--- config.mk ---
export PLATFORM = sky130hd
export DESIGN_NAME = seg_addr_gen
export DESIGN_NICKNAME = d
export VERILOG_FILES = /design/src/rtl/sag_pkg.sv /design/src/rtl/sag_seg_file.sv /design/src/rtl/sag_seg_select.sv /design/src/rtl/sag_ptr_file.sv /design/src/rtl/sag_addr_add.sv /design/src/rtl/seg_addr_gen.sv
export SDC_FILE = /design/constraint.sdc
export NUM_CORES = 1
export LEC_CHECK = 0
export ABC_AREA = 1
export BUFFER_PORTS_ARGS = -buffer_cell sky130_fd_sc_hd__buf_2
export CAP_MARGIN = 20
export CORE_ASPECT_RATIO = 1.75
export CORE_MARGIN = 1
export CORE_UTILIZATION = 31
export DETAILED_ROUTE_END_ITERATION = 8
export PLACE_DENSITY = 0.55
export SLEW_MARGIN = 20
export SYNTH_ARGS = -nofsm -noshare
export SYNTH_HDL_FRONTEND = slang
export SYNTH_SLANG_ARGS = --single-unit
--- constraint.sdc ---
create_clock -name clk -period 3.35 [get_ports clk]
set_input_delay 0.1675 -clock clk [delete_from_list [all_inputs] [get_ports clk]]
set_output_delay 0.1675 -clock clk [all_outputs]
set_load 0.005 [all_outputs]
--- src/rtl/sag_pkg.sv ---
package sag_pkg;
   localparam int NUM_SEG = 4;
   localparam int NUM_PTR = 5;

   typedef enum logic [1:0] {
      SEG_CODE  = 2'd0,
      SEG_DATA  = 2'd1,
      SEG_EXTRA = 2'd2,
      SEG_STACK = 2'd3
   } seg_id_e;

   typedef enum logic [2:0] {
      K_FETCH = 3'd0,
      K_SPTR  = 3'd1,
      K_BPTR  = 3'd2,
      K_SRC   = 3'd3,
      K_DST   = 3'd4,
      K_DATA  = 3'd5
   } acc_kind_e;

   typedef enum logic [2:0] {
      P_IP = 3'd0,
      P_SP = 3'd1,
      P_BP = 3'd2,
      P_SI = 3'd3,
      P_DI = 3'd4
   } ptr_id_e;
endpackage

--- src/rtl/sag_seg_file.sv ---
module sag_seg_file #(
   parameter int SEG_W = 16
) (
   input  logic             clk,
   input  logic             rst_n,
   input  logic             we,
   input  logic [1:0]       wsel,
   input  logic [SEG_W-1:0] wdata,
   input  logic [1:0]       rsel,
   output logic [SEG_W-1:0] rdata
);
   logic [SEG_W-1:0] seg_q [sag_pkg::NUM_SEG];

   for (genvar g = 0; g < sag_pkg::NUM_SEG; g++) begin : g_seg
      always_ff @(posedge clk or negedge rst_n) begin
         if (!rst_n)
            seg_q[g] <= '0;
         else if (we && (wsel == 2'(g)))
            seg_q[g] <= wdata;
      end
   end

   assign rdata = seg_q[rsel];
endmodule

--- src/rtl/sag_seg_select.sv ---
module sag_seg_select
   import sag_pkg::*;
(
   input  logic [2:0] kind,
   input  logic       ovr_valid,
   input  logic [1:0] ovr_seg,
   output logic [1:0] seg_sel
);
   logic [1:0] dflt;
   logic       locked;

   always_comb begin
      locked = 1'b0;
      case (kind)
         K_FETCH: begin dflt = SEG_CODE;  locked = 1'b1; end
         K_SPTR,
         K_BPTR:  dflt = SEG_STACK;
         K_DST:   begin dflt = SEG_EXTRA; locked = 1'b1; end
         default: dflt = SEG_DATA;
      endcase
      seg_sel = (ovr_valid && !locked) ? ovr_seg : dflt;
   end
endmodule

--- src/rtl/sag_ptr_file.sv ---
module sag_ptr_file
   import sag_pkg::*;
#(
   parameter int OFF_W = 16
) (
   input  logic             clk,
   input  logic             rst_n,
   input  logic             we,
   input  logic [2:0]       wsel,
   input  logic [OFF_W-1:0] wdata,
   input  logic             step_src,
   input  logic             step_dst,
   input  logic             dir_down,
   input  logic             word,
   output logic [OFF_W-1:0] ptr_o [NUM_PTR]
);
   localparam logic [OFF_W-1:0] STEP_B = OFF_W'(1);
   localparam logic [OFF_W-1:0] STEP_W = OFF_W'(2);

   logic [OFF_W-1:0] step;
   logic [OFF_W-1:0] ptr_q [NUM_PTR];

   assign step = word ? STEP_W : STEP_B;

   for (genvar g = 0; g < NUM_PTR; g++) begin : g_ptr
      logic adv;
      if (g == int'(P_SI)) begin : g_src
         assign adv = step_src;
      end else if (g == int'(P_DI)) begin : g_dst
         assign adv = step_dst;
      end else begin : g_fixed
         assign adv = 1'b0;
      end

      always_ff @(posedge clk or negedge rst_n) begin
         if (!rst_n)
            ptr_q[g] <= '0;
         else if (we && (wsel == 3'(g)))
            ptr_q[g] <= wdata;
         else if (adv)
            ptr_q[g] <= dir_down ? (ptr_q[g] - step) : (ptr_q[g] + step);
      end

      assign ptr_o[g] = ptr_q[g];
   end
endmodule

--- src/rtl/sag_addr_add.sv ---
module sag_addr_add #(
   parameter int SEG_W  = 16,
   parameter int OFF_W  = 16,
   parameter int SHIFT  = 4,
   parameter int ADDR_W = 20
) (
   input  logic [SEG_W-1:0]  seg,
   input  logic [OFF_W-1:0]  off,
   output logic [ADDR_W-1:0] addr
);
   localparam int BASE_W = SEG_W + SHIFT;
   localparam int SUM_W  = ((BASE_W > OFF_W) ? BASE_W : OFF_W) + 1;

   logic [SUM_W-1:0] base_ext;
   logic [SUM_W-1:0] off_ext;
   logic [SUM_W-1:0] sum;

   assign base_ext = SUM_W'({seg, {SHIFT{1'b0}}});
   assign off_ext  = SUM_W'(off);
   assign sum      = base_ext + off_ext;

   if (SUM_W > ADDR_W) begin : g_trunc
      assign addr = sum[ADDR_W-1:0];
   end else begin : g_widen
      assign addr = ADDR_W'(sum);
   end
endmodule

--- src/rtl/seg_addr_gen.sv ---
module seg_addr_gen
   import sag_pkg::*;
#(
   parameter int SEG_W = 16,
   parameter int OFF_W = 16,
   parameter int SHIFT = 4,
   localparam int ADDR_W = SEG_W + SHIFT
) (
   input  logic              clk,
   input  logic              rst_n,
   input  logic              seg_we,
   input  logic [1:0]        seg_wsel,
   input  logic [SEG_W-1:0]  seg_wdata,
   input  logic              ptr_we,
   input  logic [2:0]        ptr_wsel,
   input  logic [OFF_W-1:0]  ptr_wdata,
   input  logic              req_valid,
   input  logic [2:0]        req_kind,
   input  logic [OFF_W-1:0]  req_offset,
   input  logic              ovr_valid,
   input  logic [1:0]        ovr_seg,
   input  logic              dir_flag,
   input  logic              elem_word,
   output logic [ADDR_W-1:0] phys_addr,
   output logic [1:0]        seg_used,
   output logic [OFF_W-1:0]  si_val,
   output logic [OFF_W-1:0]  di_val
);
   if (SEG_W < 1 || OFF_W < 2 || SHIFT < 0) begin : g_bad_width
      $error("seg_addr_gen: illegal width parameters");
   end
   if (OFF_W > ADDR_W) begin : g_bad_off
      $error("seg_addr_gen: offset wider than address");
   end

   logic [SEG_W-1:0] seg_val;
   logic [OFF_W-1:0] off_val;
   logic [OFF_W-1:0] ptrs [NUM_PTR];
   logic             step_src;
   logic             step_dst;

   assign step_src = req_valid && (req_kind == K_SRC);
   assign step_dst = req_valid && (req_kind == K_DST);

   sag_seg_select u_sel (
      .kind      (req_kind),
      .ovr_valid (ovr_valid),
      .ovr_seg   (ovr_seg),
      .seg_sel   (seg_used)
   );

   sag_seg_file #(.SEG_W(SEG_W)) u_segs (
      .clk   (clk),
      .rst_n (rst_n),
      .we    (seg_we),
      .wsel  (seg_wsel),
      .wdata (seg_wdata),
      .rsel  (seg_used),
      .rdata (seg_val)
   );

   sag_ptr_file #(.OFF_W(OFF_W)) u_ptrs (
      .clk      (clk),
      .rst_n    (rst_n),
      .we       (ptr_we),
      .wsel     (ptr_wsel),
      .wdata    (ptr_wdata),
      .step_src (step_src),
      .step_dst (step_dst),
      .dir_down (dir_flag),
      .word     (elem_word),
      .ptr_o    (ptrs)
   );

   always_comb begin
      case (req_kind)
         K_FETCH: off_val = ptrs[P_IP];
         K_SPTR:  off_val = ptrs[P_SP];
         K_BPTR:  off_val = ptrs[P_BP];
         K_SRC:   off_val = ptrs[P_SI];
         K_DST:   off_val = ptrs[P_DI];
         default: off_val = req_offset;
      endcase
   end

   sag_addr_add #(
      .SEG_W(SEG_W), .OFF_W(OFF_W), .SHIFT(SHIFT), .ADDR_W(ADDR_W)
   ) u_add (
      .seg  (seg_val),
      .off  (off_val),
      .addr (phys_addr)
   );

   assign si_val = ptrs[P_SI];
   assign di_val = ptrs[P_DI];
endmodule

## After elaboration in Yosys (flattened, before gate mapping)

Cells that the tools add are included.
W data, S select, Z words.

| word-level totals | value |
|---|---|
| register bits | 144 |
| input bits | 66 |
| output and inout port bits | 54 |
| logic and storage cells | 61 |

| operators by class | value |
|---|---|
| $add $sub $neg | 5 |
| $lt $le $gt $ge | 1 |
| equality and inequality tests | 11 |
| multiplexer cells | 14 |
| bitwise operators | 1 |
| reduce and logical (&&, ||, !) cells | 20 |

Operators by type and width:

| kind | count |
|---|---|
| $mux W16 | 8 |
| $pmux W16 S5 | 1 |
| $add A16 B16 Y16 | 2 |
| $bmux W16 S2 | 1 |
| $sub A16 B16 Y16 | 2 |
| $add A20 B16 Y20 | 1 |
| $eq A3 B2 Y1 const B | 4 |
| $logic_and A1 B1 Y1 | 12 |
| $eq A3 B1 Y1 const B | 2 |
| $eq A3 B3 Y1 const B | 2 |
| $logic_not A3 Y1 | 2 |
| $pmux W2 S3 | 1 |
| $eq A2 B2 Y1 const B | 2 |
| $mux W2 | 2 |
| $reduce_bool A2 Y1 | 2 |
| $reduce_or A2 Y1 | 2 |
| $ge A3 B3 Y1 const B | 1 |
| $not A2 Y3 | 1 |
| $eq A2 B1 Y1 const B | 1 |
| $logic_not A2 Y1 | 1 |
| $logic_not A1 Y1 | 1 |
| $mux W1 | 1 |

## Logic depth before layout (Yosys ltp)

| logic depth | value |
|---|---|
| depth in word-level cells | 11 |
| mapped depth | 21 |
| mapped depth without buffers | 19 |

## Modules after synthesis

A second synthesis with hierarchy kept.

| unflattened totals | value |
|---|---|
| cell total of the unflattened synthesis | 1481 |
| area, all modules | 10401.2 um^2 |

Modules (own cells, without submodules):

| module | times used | cells an instance | area each (um^2) | seq. area each (um^2) |
|---|---|---|---|---|
| sag_ptr_file | 1 | 643 | 5064.9 | 2001.9 |
| sag_seg_file | 1 | 470 | 3445.8 | 1601.5 |
| seg_addr_gen | 1 | 189 | 980.9 | 0.0 |
| sag_addr_add | 1 | 168 | 862.1 | 0.0 |
| sag_seg_select | 1 | 11 | 47.5 | 0.0 |

## Least setup slack after synthesis

OpenSTA, ideal clock, no wires.

| timing path | value |
|---|---|
| path type | input to output |
| start | in req_kind[0] |
| end | out phys_addr[14] |
| arrival time | 2562 ps |
| data required time | 3182 ps |
| setup slack | 621 ps |
| cell stages on the path | 16 |
| buffers on the path | 1 |
| cells stage by stage | nor2_1 > nor2_1 > inv_1 > buf_2 > nor2_1 > a31oi_1 > ha_1 > inv_1 > fa_1 > nand3b_1 > nand2_1 > a21oi_1 > o21ai_0 > nand2_1 > nand2_1 > xor2_1 |

| between the ends | value |
|---|---|
| word-level cells in the longest chain between the ends | 11 |
| elaborated cells between the ends (all ways) | 18 |
| classes of those cells | add/sub (1); eq/ne (4); mux (7); bitwise (1); reduce/logical (5) |

RTL lines:

| what | line | source |
|---|---|---|
| from (decl) | seg_addr_gen.sv:18 | `input logic [2:0] req_kind,` |
| $eq A3 B3 Y1 / $logic_not A3 Y1 (equally long branches) | sag_seg_select.sv:14, seg_addr_gen.sv:76 |  |
| $reduce_or A2 Y1 (no source line) | n/a |  |
| $mux W1 | sag_seg_select.sv:14 | `case (kind)` |
| $logic_not A1 Y1 | sag_seg_select.sv:21 | `seg_sel = (ovr_valid && !locked) ? ovr_seg : dflt;` |
| $logic_and A1 B1 Y1 | sag_seg_select.sv:21 |  |
| $mux W2 | sag_seg_select.sv:21 |  |
| $not A2 Y3 (implied by the code) | sag_seg_file.sv:23 | `assign rdata = seg_q[rsel];` |
| $bmux W16 S2 | sag_seg_file.sv:23 |  |
| $mux W16 (implied by the code) (2 in a row) | sag_seg_file.sv:23 |  |
| $add A20 B16 Y20 (*) | sag_addr_add.sv:20 | `assign sum = base_ext + off_ext;` |
| to (decl) | seg_addr_gen.sv:24 | `output logic [ADDR_W-1:0] phys_addr,` |

Mark *: on every way between the ends. The rest lies on a longest branch, timed or not. The select of a mux whose other input is x is not followed.

## Final worst setup path

| timing path | value |
|---|---|
| start | reg u_ptrs.ptr_q, in the netlist u_ptrs.ptr_o[4] |
| end | out phys_addr[14] |

| between the ends | value |
|---|---|
| word-level cells in the longest chain between the ends | 2 |

RTL lines:

| what | line | source |
|---|---|---|
| from (decl) | sag_ptr_file.sv:21 | `logic [OFF_W-1:0] ptr_q [NUM_PTR];` |
| from (signal, indexed assignment) | sag_ptr_file.sv:39 | `ptr_q[g] <= wdata;` |
| from (signal, indexed assignment) | sag_ptr_file.sv:41 | `ptr_q[g] <= dir_down ? (ptr_q[g] - step) : (ptr_q[g] + step);` |
| $pmux W16 S5 | seg_addr_gen.sv:76 | `case (req_kind)` |
| $add A20 B16 Y20 | sag_addr_add.sv:20 |  |

Every way passes these cells.

==> impl_metrics.py <==
metrics = {
    "power": {
        "netSwitchingFraction_pct": 37.3,
        "p_total_mw": 7.19,
        "powerDensity_nw_per_um2": 674,
        "ir_drop_v": 0.000383,
        "power_leakage_nw": 5.49,
        "pwr-share-seq_pct": 34.1,
        "internal-power_mw": 4.51,
        "p_comb_share_pct": 36.9,
        "p_clk_share_pct": 29.1,
        "p_sw_mw": 2.68,
    },
    "grt": {
        "grt_pass1_vias": 8479,
        "grt_max_degree": 74,
        "overflow": 0,
        "grt_use_total_pct": 19.7,
        "grt_pass1_wl_um": 45400,
        "antenna_found_initial": 0,
    },
    "timing": {
        "slew_headroom_pct": 31.3,
        "finalSetupViolCount": 0,
        "clock_skew_ns": 0.0135,
        "tightest_slew_ns": 1.03,
        "min_period_ns": 3.21,
        "drv_slew": 0,
        "hold_ws_ns": 0.0538,
        "hold_viol_final": 0,
        "fmax_ghz": 0.312,
        "min_period_over_period_pct": 95.8,
    },
    "floorplan": {
        "fp-row-count": 82,
        "die_area_sq_um": 29900,
        "core-area_sq_um": 28600,
        "initial_core_util_pct": 31.6,
        "die_x_um": 131,
        "top_level_ports": 120,
        "die_h_um": 228,
    },
    "critical_path": {
        "crit_type": "reg -> out",
        "ff2ff_setup_slack_ns": 1.03,
        "r2r-start": "u_ptrs.ptr_o[16]$_DFFE_PN0P_",
        "worstSetupEndpointType": "primary output",
        "worstPathRequired_ns": 3.18,
        "critPathArrivalTime_ns": 3.04,
        "reg2regPathDepth": 12,
        "path_max_fanout": 4,
        "r2r-end": "u_ptrs.ptr_o[26]$_DFFE_PN0P_",
        "start_kind": "flip-flop",
    },
    "status": {
        "status": "finished, final reports clean",
    },
    "placement": {
        "dp_hpwl_um": 22900,
        "gp_congestion": 0.948,
        "place_inst": 1669,
        "io_buffers": 119,
    },
    "drt": {
        "route.detailed.drc": 0,
        "vias": 8403,
        "dr.pass1.iters": 5,
        "wire_per_inst_um": 17.1,
        "vias_per_cell": 4.93,
        "antenna_left": 0,
        "drt-initial-drc-count": 402,
        "drt-total-wl_um": 29100,
    },
    "finish": {
        "nNetsFinal": 1426,
        "instances_no_fill": 1704,
        "fill_cells": 3038,
        "syn2layout_area_growth_pct": 17.7,
        "layout-drive-gt1-share_pct": 15.2,
        "antennaDiodeCount": 0,
    },
    "synthesis": {
        "syn_area_sq_um": 9050,
        "ys_ff_latch": 144,
        "ys_warn_count": 0,
        "synth_top_area_share_pct": 39.8,
        "yosysMostFrequentCell": "nand2_1",
        "postSynth.asyncResetShare_pct": 100,
        "synth-edff-count": 0,
        "synth_fp_nets": 1327,
        "synth_commonest_cells": "nand2_1, dfrtp_1, o21ai_0",
        "yosysSeqAreaShare_pct": 39.8,
        "synthFlopType": "dfrtp_1",
        "yosys.area.top_type": "dfrtp_1",
        "yosys-top-cells-area": "dfrtp_1, nand2_1, o21ai_0",
        "netlist_instances": 1216,
        "avgSynthCellArea_sq_um": 7.44,
        "netlist-cell-type-count": 40,
    },
    "clock_network": {
        "cts_root_buf": "clkbuf_16",
        "cts_tree": "built",
        "clk_latency_ns": 0.43,
        "cts_sinks": 144,
        "htree_levels": 4,
        "cts_made_buffers": 17,
        "clkSlewWorstSetupHoldPaths_ns": 0.06,
        "cts_buffer_depth": 2,
    },
    "run": {
        "maxCapViolCount": 0,
    },
    "min_path": {
        "hold_end": "u_segs.seg_q[11]$_DFFE_PN0P_",
        "worstHoldPathType": "in -> reg",
        "min_from": "seg_wdata[11]",
        "hold_depth": 3,
    },
}
-- metrics by stage --
step	util, %	instance area, sq um	setup TNS, ns	worst slack, ns
final	37.2	10700	0	0.141
after global routing	37.2	10700	-0.00817	-0.00817
after CTS	37.0	10600	0	0.0329
after detailed placement	34.7	9930	0	0.0934
after global placement	34.7	9930	0	0.0642
after floorplan	-	9050	0	0.621
-- flip-flops by register name, indices dropped and copies added (netlist names) --
register / flops
u_ptrs.ptr_o: 80
u_segs.seg_q: 64
-- repair_timing --
action / CTS / global route
pin swaps: 0 / 1
hold buffers: 3 / 0
endpoints found under the setup margin: 2 / 7
hold endpoints to repair: 72 / 0
resized for setup: 1 / 5
cloned: 0 / 0
buffers inserted: 0 / 0
-- power groups by stage --
stage,logic [mW],registers [mW],clock network [mW]
6_report,2.65,2.45,2.09
2_1_floorplan,1.91,2.33,0
3_3_place_gp,2.62,2.47,0
3_5_place_dp,2.65,2.46,0
5_1_grt,2.99,2.49,2.19
4_1_cts,2.67,2.44,2.12
-- logic make-up after synthesis --
logic type               count (synthesis)  share of synthesized area [%]
AO/OA/AOI/OAI                          276                           17.9
adder cells (fa/ha/maj)                 45                           6.47
XOR/XNOR                                26                           2.52
multiplexers                             1                          0.111
flip-flops                             144                           39.8
AND/OR/NAND/NOR                        526                           23.3
buffers and inverters                  198                           9.83
-- per-layer routing --
| metal | GRT usage (%) | up-vias | routed length, um |
|---|---|---|---|
| met1 | 20.4 | 3965 | 11100 |
| li1 | - | 4173 | - |
| met5 | 0 | - | 0 |
| met2 | 38.0 | 201 | 15900 |
| met4 | 11.3 | 0 | 1380 |
| met3 | 1.76 | 64 | 693 |
-- critical path, stage by stage, from the launching register on --
cell	delay, ns
dfrtp_2	0.43
nand2_1	0.07
nand2_1	0.06
a221oi_1	0.04
a31oi_1	0.22
ha_1	0.22
inv_1	0.06
fa_1	0.39
nand3b_1	0.17
nand2_1	0.15
a21oi_1	0.14
o21ai_2	0.17
nand2_1	0.06
nand2_1	0.10
xor2_2	0.20
buf_2	0.14
-- worst max-delay path by stage --
stage                                start            end  slack (ns)
2_1_floorplan                  req_kind[0]  phys_addr[14]        0.62
3_3_place_gp                   req_kind[0]  phys_addr[14]        0.06
3_5_place_dp                   req_kind[0]  phys_addr[14]        0.09
4_1_cts        u_ptrs.ptr_o[4]$_DFFE_PN0P_  phys_addr[14]        0.03
5_1_grt                        req_kind[2]  phys_addr[14]      -0.008
6_report       u_ptrs.ptr_o[4]$_DFFE_PN0P_  phys_addr[14]        0.14
-- placed cells by master, fill, tap and decap left out, drive strengths merged, types with 4 or more instances in the layout --
cell	netlist	layout
o21a	4	4
a221oi	5	5
nand3	60	60
nand2	386	386
o21bai	14	14
nor3	5	5
a31oi	15	15
xnor2	10	10
xor2	16	16
nor2	67	67
clkinv	0	4
a21o	5	5
bufinv	0	5
dfrtp	144	144
o21ai	150	150
a22oi	9	9
a21oi	39	39
o221ai	12	12
nand3b	6	6
ha	42	42
clkbuf	28	20
o211ai	7	7
buf	44	149
a41oi	7	7
inv	126	126
-- final cells by class --
class / instances / area [sq um] / share of cell area [%]
Multi-Input combinational cell: 874 / 4580 / 43.0
Timing Repair Buffer: 152 / 885 / 8.30
Clock inverter: 10 / 185 / 1.74
Inverter: 126 / 473 / 4.44
Sequential cell: 144 / 3610 / 33.8
Tap cell: 378 / 473 / 4.44
Clock buffer: 20 / 457 / 4.29
No activity file was read; power rests on OpenSTA's default activity.
